==> src/rtl/lcd_scan_pkg.sv <==
package lcd_scan_pkg;

  // line fetch engine states
  typedef enum logic [1:0] {
    FE_IDLE = 2'd0,
    FE_REQ  = 2'd1,
    FE_WAIT = 2'd2,
    FE_FULL = 2'd3
  } fetch_st_e;

  // wrap a start line plus common offset over the memory height
  function automatic int unsigned wrap_line(input int unsigned base,
                                            input int unsigned ofs,
                                            input int unsigned height);
    int unsigned s;
    s = base + ofs;
    return (s >= height) ? s - height : s;
  endfunction

endpackage

==> src/rtl/lcd_tick_gen.sv <==
module lcd_tick_gen #(
  parameter int DIV = 64
) (
  input  logic clk,
  input  logic rst_n,
  input  logic en,
  input  logic load,
  output logic tick
);
  localparam int CW = (DIV > 1) ? $clog2(DIV) : 1;
  localparam logic [CW-1:0] TOP = CW'(DIV - 1);

  logic [CW-1:0] cnt;

  always_ff @(posedge clk) begin
    if (!rst_n) begin
      cnt <= '0;
    end else if (load) begin
      // realign: the caller sees the phase reference one clock late
      cnt <= CW'(1);
    end else if (en) begin
      cnt <= (cnt == TOP) ? '0 : cnt + CW'(1);
    end
  end

  assign tick = en && !load && (cnt == TOP);

endmodule

==> src/rtl/lcd_line_fetch.sv <==
module lcd_line_fetch
  import lcd_scan_pkg::*;
#(
  parameter int LW    = 5,
  parameter int COL_N = 80
) (
  input  logic             clk,
  input  logic             rst_n,
  input  logic             want,
  input  logic [LW-1:0]    line_in,
  input  logic             consume,
  input  logic             flush,
  output logic             buf_full,
  output logic [COL_N-1:0] buf_data,
  output logic             req_valid,
  input  logic             req_ready,
  output logic [LW-1:0]    req_line,
  input  logic             rsp_valid,
  input  logic [COL_N-1:0] rsp_data
);
  fetch_st_e st;
  logic      drop;

  always_ff @(posedge clk) begin
    if (!rst_n) begin
      st       <= FE_IDLE;
      drop     <= 1'b0;
      req_line <= '0;
      buf_data <= '0;
    end else begin
      unique case (st)
        FE_IDLE: begin
          if (want && !flush) begin
            req_line <= line_in;
            st       <= FE_REQ;
          end
        end
        FE_REQ: begin
          if (flush) drop <= 1'b1;
          if (req_ready) st <= FE_WAIT;
        end
        FE_WAIT: begin
          if (rsp_valid) begin
            if (drop || flush) begin
              st <= FE_IDLE;
            end else begin
              buf_data <= rsp_data;
              st       <= FE_FULL;
            end
            drop <= 1'b0;
          end else if (flush) begin
            drop <= 1'b1;
          end
        end
        FE_FULL: begin
          if (consume || flush) st <= FE_IDLE;
        end
        default: st <= FE_IDLE;
      endcase
    end
  end

  assign req_valid = (st == FE_REQ);
  assign buf_full  = (st == FE_FULL);

endmodule

==> src/rtl/lcd_seg_map.sv <==
module lcd_seg_map #(
  parameter int COL_N = 80,
  parameter int SEG_N = 61
) (
  input  logic             rev,
  input  logic [COL_N-1:0] cols,
  output logic [SEG_N-1:0] segs
);
  for (genvar k = 0; k < SEG_N; k++) begin : g_seg
    assign segs[k] = rev ? cols[COL_N-1-k] : cols[k];
  end
endmodule

==> src/rtl/lcd_scan_seq.sv <==
module lcd_scan_seq
  import lcd_scan_pkg::*;
#(
  parameter int COM_OUT = 16,
  parameter int LINE_N  = 32,
  parameter int COL_N   = 80,
  parameter int SEG_N   = 61,
  parameter int DIV     = 64
) (
  input  logic               clk,
  input  logic               rst_n,
  input  logic               is_master,
  input  logic               start_wr,
  input  logic [$clog2(LINE_N)-1:0] start_val,
  input  logic               duty32,
  input  logic               seg_rev,
  input  logic               disp_off,
  input  logic               static_on,
  input  logic               fr_in,
  output logic               rd_req_valid,
  input  logic               rd_req_ready,
  output logic [$clog2(LINE_N)-1:0] rd_line,
  input  logic               rd_rsp_valid,
  input  logic [COL_N-1:0]   rd_rsp_data,
  output logic [COM_OUT-1:0] com_sel,
  output logic [SEG_N-1:0]   seg_out,
  output logic               fr_out
);
  localparam int LW = $clog2(LINE_N);
  localparam int IW = $clog2(2 * COM_OUT);
  localparam logic [IW-1:0] LAST_SHORT = IW'(COM_OUT - 1);
  localparam logic [IW-1:0] LAST_LONG  = IW'(2 * COM_OUT - 1);

  logic [LW-1:0]    start_q;
  logic [IW-1:0]    com_cnt;
  logic             active;
  logic [SEG_N-1:0] seg_q;
  logic             fr_q;
  logic             fr_in_q;

  logic [IW-1:0]    last_idx;
  logic [IW-1:0]    nxt_idx;
  logic [LW:0]      line_sum;
  logic [LW-1:0]    line_next;
  logic             pwrsave;
  logic             run;
  logic             fr_edge;
  logic             resync;
  logic             tick;
  logic             consume;
  logic             buf_full;
  logic [COL_N-1:0] buf_data;
  logic [SEG_N-1:0] seg_mapped;
  logic [COM_OUT-1:0] com_vis;

  // start line register
  always_ff @(posedge clk) begin
    if (!rst_n)        start_q <= '0;
    else if (start_wr) start_q <= start_val;
  end

  // next common and its memory line
  always_comb begin
    last_idx  = duty32 ? LAST_LONG : LAST_SHORT;
    nxt_idx   = (!active || com_cnt >= last_idx) ? '0 : com_cnt + IW'(1);
    line_sum  = {1'b0, start_q} + (LW+1)'(nxt_idx);
    line_next = (line_sum >= (LW+1)'(LINE_N)) ? LW'(line_sum - (LW+1)'(LINE_N))
                                               : LW'(line_sum);
  end

  assign pwrsave = disp_off && static_on;
  assign run     = !pwrsave;

  // slave phase tracking of the frame alternation input
  always_ff @(posedge clk) begin
    if (!rst_n) fr_in_q <= 1'b0;
    else        fr_in_q <= fr_in;
  end

  assign fr_edge = !is_master && (fr_in != fr_in_q);
  assign resync  = fr_edge && !(active && (com_cnt == '0));

  lcd_tick_gen #(.DIV(DIV)) u_tick (
    .clk  (clk),
    .rst_n(rst_n),
    .en   (run),
    .load (resync),
    .tick (tick)
  );

  lcd_line_fetch #(.LW(LW), .COL_N(COL_N)) u_fetch (
    .clk      (clk),
    .rst_n    (rst_n),
    .want     (run),
    .line_in  (line_next),
    .consume  (consume),
    .flush    (resync),
    .buf_full (buf_full),
    .buf_data (buf_data),
    .req_valid(rd_req_valid),
    .req_ready(rd_req_ready),
    .req_line (rd_line),
    .rsp_valid(rd_rsp_valid),
    .rsp_data (rd_rsp_data)
  );

  lcd_seg_map #(.COL_N(COL_N), .SEG_N(SEG_N)) u_map (
    .rev (seg_rev),
    .cols(buf_data),
    .segs(seg_mapped)
  );

  assign consume = tick && buf_full;

  // common counter, segment latch, frame alternation
  always_ff @(posedge clk) begin
    if (!rst_n) begin
      com_cnt <= '0;
      active  <= 1'b0;
      seg_q   <= '0;
      fr_q    <= 1'b0;
    end else if (resync) begin
      com_cnt <= '0;
      active  <= 1'b1;
    end else if (consume) begin
      seg_q   <= seg_mapped;
      com_cnt <= nxt_idx;
      active  <= 1'b1;
      if (is_master && active && (nxt_idx == '0)) fr_q <= !fr_q;
    end
  end

  // one-hot select of the commons this chip owns
  for (genvar j = 0; j < COM_OUT; j++) begin : g_com
    assign com_vis[j] = active &&
                        (is_master ? (com_cnt == IW'(j)) : (com_cnt == IW'(j + COM_OUT)));
  end

  always_comb begin
    if (disp_off) begin
      com_sel = '0;
      seg_out = '0;
    end else if (static_on) begin
      com_sel = '1;
      seg_out = '1;
    end else begin
      com_sel = com_vis;
      seg_out = seg_q;
    end
  end

  assign fr_out = is_master ? fr_q : fr_in;

endmodule

==> config.mk <==
export PLATFORM = sky130hd
export DESIGN_NAME = lcd_scan_seq
export DESIGN_NICKNAME = d
export VERILOG_FILES = /design/src/rtl/lcd_scan_pkg.sv /design/src/rtl/lcd_tick_gen.sv /design/src/rtl/lcd_line_fetch.sv /design/src/rtl/lcd_seg_map.sv /design/src/rtl/lcd_scan_seq.sv
export SDC_FILE = /design/constraint.sdc
export NUM_CORES = 1
export LEC_CHECK = 0
export BUFFER_PORTS_ARGS = -buffer_cell sky130_fd_sc_hd__buf_4
export CAP_MARGIN = 15
export CORE_MARGIN = 3
export CORE_UTILIZATION = 55
export DETAILED_ROUTE_END_ITERATION = 8
export GPL_TIMING_DRIVEN = 1
export PLACE_DENSITY = 0.88
export SLEW_MARGIN = 40
export SYNTH_ARGS = -nofsm -noshare
export SYNTH_HDL_FRONTEND = slang
export SYNTH_SLANG_ARGS = --single-unit
==> constraint.sdc <==
create_clock -name clk -period 8 [get_ports clk]
set_clock_uncertainty 0.15 [all_clocks]
set_input_delay 0.4 -clock clk [delete_from_list [all_inputs] [get_ports clk]]
set_output_delay 0.4 -clock clk [all_outputs]
set_load 0.02 [all_outputs]
## Yosys cells after proc, flatten, opt, wreduce, memory -nomap -nowiden

Index checks and enable logic that the tools add are counted.

| cells by class | value |
|---|---|
| $add $sub $neg | 4 |
| order comparisons | 2 |
| equality and inequality tests | 41 |
| muxes and demuxes | 99 |
| bitwise logic cells | 3 |
| reduce and logical (&&, ||, !) cells | 45 |

Operators with widths:

| kind | count |
|---|---|
| two-way mux 61 bit | 2 |
| two-way mux 1 bit | 84 |
| == test 5 bit, second input constant | 16 |
| == test 5 x 4 -> 1 bit, second input constant | 8 |
| two-way mux 16 bit | 2 |
| logical AND 1 bit | 25 |
| == test 5 x 3 -> 1 bit, second input constant | 4 |
| two-way mux 5 bit | 3 |
| == test 5 x 2 -> 1 bit, second input constant | 2 |
| logical NOT 5 bit | 2 |
| two-way mux 2 bit | 5 |
| inequality test 2 x 1 -> 1 bit, second input constant | 4 |
| one-hot mux 2 bit (4 select lines) | 1 |
| adder 5 x 5 -> 6 bit | 1 |
| adder 6 x 1 -> 6 bit, second input constant | 1 |
| == test 6 bit, second input constant | 1 |
| greater-or-equal comparator 6 bit, second input constant | 1 |
| logical NOT 1 bit | 6 |
| two-way mux 6 bit | 1 |
| AND reduction 3 bit | 2 |
| adder 5 x 1 -> 5 bit, second input constant | 1 |
| == test 5 x 1 -> 1 bit, second input constant | 1 |
| greater-or-equal comparator 5 bit | 1 |
| subtractor 5 x 1 -> 5 bit, second input constant | 1 |
| other kinds (12) | 19 |

| storage, ports and cells | value |
|---|---|
| bits in registers | 168 |
| input bits | 96 |
| output and inout port bits | 84 |
| word-level logic and storage cells | 206 |

## Depth between registers and ports, before layout

| logic depth | value |
|---|---|
| depth after elaboration | 11 |
| mapped depth | 13 |
| mapped depth without buffers | 12 |

## Modules after synthesis

A second synthesis with hierarchy kept.

| second synthesis, totals | value |
|---|---|
| cells, all modules | 1061 |
| area, all modules | 8798.4 µm² |

By module, submodules not included:

| module | instances | cells an instance | area an instance (µm²) | sequential area each (µm²) |
|---|---|---|---|---|
| lcd_scan_seq | 1 | 572 | 4136.5 | 1481.4 |
| lcd_line_fetch | 1 | 390 | 3335.7 | 1761.7 |
| lcd_seg_map | 1 | 68 | 1043.5 | 0.0 |
| lcd_tick_gen | 1 | 31 | 282.8 | 120.1 |

## Least setup slack after synthesis

Ideal clock, no wire load.

| timing path | value |
|---|---|
| path type | register to register |
| start point | register com_cnt[0] |
| end point | register u_fetch.req_line[4] |
| setup time | 0.127 ns |
| data arrival time | 2.742 ns |
| data required time | 7.723 ns |
| path slack | 4.982 ns |
| stages on the path, launching flop included | 14 |
| buffers on the path | 2 |
| period minus slack after synthesis | 3.018 ns |
| path through | dfxtp_1 -> ha_1 -> clkbuf_1 -> a21oi_1 -> o21ai_0 -> clkbuf_1 -> nor2_1 -> ha_1 -> fa_1 -> a21o_1 -> a21oi_1 -> xnor2_1 -> xnor2_1 -> a21oi_1 |

| between the ends | value |
|---|---|
| elaborated cells between the ends (all ways) | 15 |
| those cells by class | add/sub: 3; order compare: 2; mux: 2; reduce/logical: 8 |

RTL lines:

| item | line | RTL |
|---|---|---|
| start: declaration | lcd_scan_seq.sv:35 | `logic [IW-1:0] com_cnt;` |
| start signal: assignment | lcd_scan_seq.sv:127 | `com_cnt <= nxt_idx;` |
| greater-or-equal comparator 5 bit | lcd_scan_seq.sv:65 | `nxt_idx = (!active \|\| com_cnt >= last_idx) ? '0 : com_cnt + IW'(1);` |
| logical OR 1 bit | lcd_scan_seq.sv:65 |  |
| two-way mux 5 bit * | lcd_scan_seq.sv:65 |  |
| net nxt_idx[0] | lcd_scan_seq.sv:42 | `logic [IW-1:0] nxt_idx;` |
| adder 5 x 5 -> 6 bit * | lcd_scan_seq.sv:66 | `line_sum = {1'b0, start_q} + (LW+1)'(nxt_idx);` |
| subtractor 5 x 1 -> 5 bit / greater-or-equal comparator 6 bit (equally long branches) | lcd_scan_seq.sv:67 | `line_next = (line_sum >= (LW+1)'(LINE_N)) ? LW'(line_sum - (LW+1)'(LINE_N))` |
| two-way mux 5 bit * | lcd_scan_seq.sv:67 |  |
| end signal: assignment | lcd_line_fetch.sv:34 | `req_line <= line_in;` |
| end: declaration | lcd_line_fetch.sv:17 | `output logic [LW-1:0] req_line,` |

Mark *: on every way through the listed nets, which the timed path passes. The rest lies on a longest branch.
A chain may end at the register's enable or synchronous reset.

## Worst setup path in the final report

Ends and elaborated chain as after synthesis.

==> flow_summary.json <==
{
  "run_status": "finished, final reports clean",
  "power.total_w": 0.00201,
  "clock-sinks": 168,
  "hold_viol": 0,
  "gr-usage-all-layers_pct": 24.5,
  "cts_hold_buf": 0,
  "antenna_found_initial": 0,
  "pwr-share-clk_pct": 37.7,
  "p_int_w": 0.00146,
  "cts_resized": 0,
  "dp_slack_ps": 4520,
  "holdWs_ps": 39.0,
  "grt_setup_unrepaired": "no",
  "max_freq_mhz": 288,
  "cp-start-kind": "flip-flop",
  "syn_nets": 1109,
  "firstDrtPassIters": 5,
  "min_period_over_period_pct": 43.4,
  "synth_async_sr_flop_share_pct": 0,
  "drc": 0,
  "die_h_um": 125,
  "p_leak_nw": 3.84,
  "multi_input_area_mm2": 0.00408,
  "grt_pass1_wl_um": 32000,
  "io_buffers": 179,
  "synth_xor_area_share_pct": 1.23,
  "period_needed_ps": 3470,
  "gp_congestion": 0.907,
  "die_area_mm2": 0.0157,
  "cts_buffers": 17,
  "worst_slack_ps": 4530,
  "cp.arrival_ps": 3620,
  "synth-compound-area-share_pct": 16.8,
  "p_sw_share_pct": 27.6,
  "synth_top_family_by_area": "simple AND/OR/NAND/NOR gates",
  "seqCellArea_mm2": 0.00336,
  "synth_edf_count": 0,
  "clk_pin_slew_ps": 60,
  "place_area_mm2": 0.00909,
  "critical_path_class": "flip-flop to flip-flop",
  "synth_area_per_cell_um2": 7.86,
  "clk_latency_ps": 420,
  "pin_count": 180,
  "grt_max_degree": 103,
  "nNetsFinal": 1230,
  "post-cts-setup-buffer-count": 0,
  "drv_cap": 0,
  "vdd_ir_drop_max_v": 0.000163,
  "ant_nets": 0,
  "diodes": 0,
  "start_util_pct": 57.6,
  "endpoint_kind": "flip-flop",
  "slew_headroom_pct": 46.3,
  "area_growth_pct": 23.2,
  "synth_seq_area_share_pct": 42.9,
  "tritoncts": "built",
  "syn_inst": 997,
  "drive_gt1_share_pct": 21.3,
  "ys_warn_count": 0,
  "drt_iter0_drc": 644,
  "report.final.slew_viol_count": 0,
  "ys_types": 45,
  "fin_area_mm2": 0.00966,
  "yosys_most_used_dff": "dfxtp_1",
  "place_hpwl_um": 13000,
  "seq_power_share_pct": 45.0,
  "power.density_mw_per_mm2": 209,
  "rows": 42,
  "cp_max_fo": 11,
  "cts-root-buf": "clkbuf_16",
  "grt_pass1_vias": 6674,
  "ys_ff_latch": 168,
  "reg2reg_depth": 11,
  "hold_path_depth": 2,
  "power_frac_comb_pct": 17.4,
  "hp-class": "primary input to flip-flop",
  "totalWireLength_um": 19400,
  "num_vias": 7078,
  "setup_viol": 0,
  "worstPathRequired_ps": 8150,
  "gr-total-overflow": 0,
  "vias_per_cell": 5.42,
  "worst_pin_slew_ps": 806,
  "synth_area_mm2": 0.00784,
  "muxShareOfSynthArea_pct": 8.70,
  "setup-tns-final_ps": 0,
  "synth_fa_ha_area_share_pct": 2.65,
  "cts.path.max_buffers": 2,
  "p_switching_w": 0.000555,
  "fillers": 1083,
  "wire_per_inst_um": 14.9,
  "coreArea_mm2": 0.0136,
  "die_w_um": 125,
  "cts_max_level": 4,
  "synth_simple_gate_area_share_pct": 22.5
}
## cell usage in the layout, fill, tap and decap left out, types with 11 or more instances in the layout
master	synthesis	layout
a211oi_1	42	42
a211oi_2	20	20
a21oi_1	107	107
a31oi_1	11	11
buf_4	2	180
clkbuf_16	0	17
dfxtp_1	168	168
ha_1	15	15
mux2i_1	67	67
nand2_1	178	178
nor2_1	226	226
## final timing paths
check	from	endpoint	slack [ps]
worst max-delay path	com_cnt[0]$_SDFFE_PP0P_	u_fetch.req_line[4]$_SDFFE_PN0P_	4530
worst min register to register	u_fetch.buf_data[7]$_SDFFE_PN0P_	u_fetch.buf_data[7]$_SDFFE_PN0P_	300
worst max register to register	com_cnt[0]$_SDFFE_PP0P_	u_fetch.req_line[4]$_SDFFE_PN0P_	4530
worst min-delay path	rd_rsp_valid	u_fetch.drop$_SDFFE_PN0P_	40
## power by group through the flow
stage	Combinational, W	Clock, W	Sequential [W]
finish	0.000350	0.000758	0.000906
global route	0.000386	0.000799	0.000911
CTS	0.000349	0.000767	0.000905
detailed placement	0.000346	0	0.000923
global placement	0.000337	0	0.000920
floorplan	0.000220	0	0.000921
## per-stage QoR
step                util (%)  std cells
finish                  71.0       1305
global route            71.0       1305
CTS                     70.8       1304
detailed placement      66.8       1274
global placement        66.7       1273
floorplan                  -        997
## cell type report
class	count	area share [%]
Multi-Input combinational cell	736	42.2
Tap cell	176	2.28
Timing Repair Buffer	185	14.7
Clock inverter	7	0.739
Clock buffer	23	4.85
Inverter	10	0.415
Sequential cell	168	34.8
## worst max-delay path, stage by stage, from the launching register on
cell,delay [ps]
dfxtp_1,470
ha_1,410
a21oi_1,110
o21ai_1,600
nor2_1,180
ha_1,260
fa_1,410
a21o_1,210
a21oi_1,180
xnor2_1,150
xnor2_1,140
a21oi_1,80
## cells in the mapped netlist, drive strengths merged, types with 2 or more instances
library cell | count | share of area [%]
a21o | 2 | 0.19
a21oi | 107 | 6.8
nor3b | 2 | 0.19
a311oi | 2 | 0.45
a211oi | 62 | 7.2
ha | 15 | 2.4
nor4 | 4 | 0.32
clkbuf | 55 | 2.6
xor2 | 2 | 0.22
nand2b | 2 | 0.16
o31ai | 3 | 0.29
nand3b | 2 | 0.19
nor3 | 9 | 0.64
and2 | 3 | 0.24
and3 | 2 | 0.16
inv | 10 | 0.48
nand2 | 178 | 8.5
a31oi | 11 | 0.88
nor2 | 227 | 11
nor2b | 2 | 0.16
nand3 | 6 | 0.38
buf | 28 | 2.0
mux2i | 67 | 8.6
nand4 | 2 | 0.16
o21ai | 6 | 0.38
dfxtp | 168 | 43
xnor2 | 9 | 1.0
## per-layer routing
layer	global-route usage (%)	vias up	part of all wire, %
met5	0	-	0
met4	10.5	0	2.4
met3	5.42	37	5.6
met2	40.1	221	48
met1	31.2	3229	44
li1	-	3591	-
## state kept, by name, indices dropped and copies added, names as in the netlist
register,count
seg_q,61
active,1
u_fetch.buf_data,80
u_fetch.st,2
u_fetch.req_line,5
fr_q,1
com_cnt,5
start_q,5
fr_in_q,1
u_fetch.drop,1
u_tick.cnt,6
## cell families after synthesis
group                      Yosys count
adders and majority gates           16
AOI/OAI and AO/OA                  198
and+or+nand+nor                    443
DFF                                168
xor gates and xnor gates            11
buffers and inverters               93
muxes                               68
No activity file was read; power rests on OpenSTA's default activity.
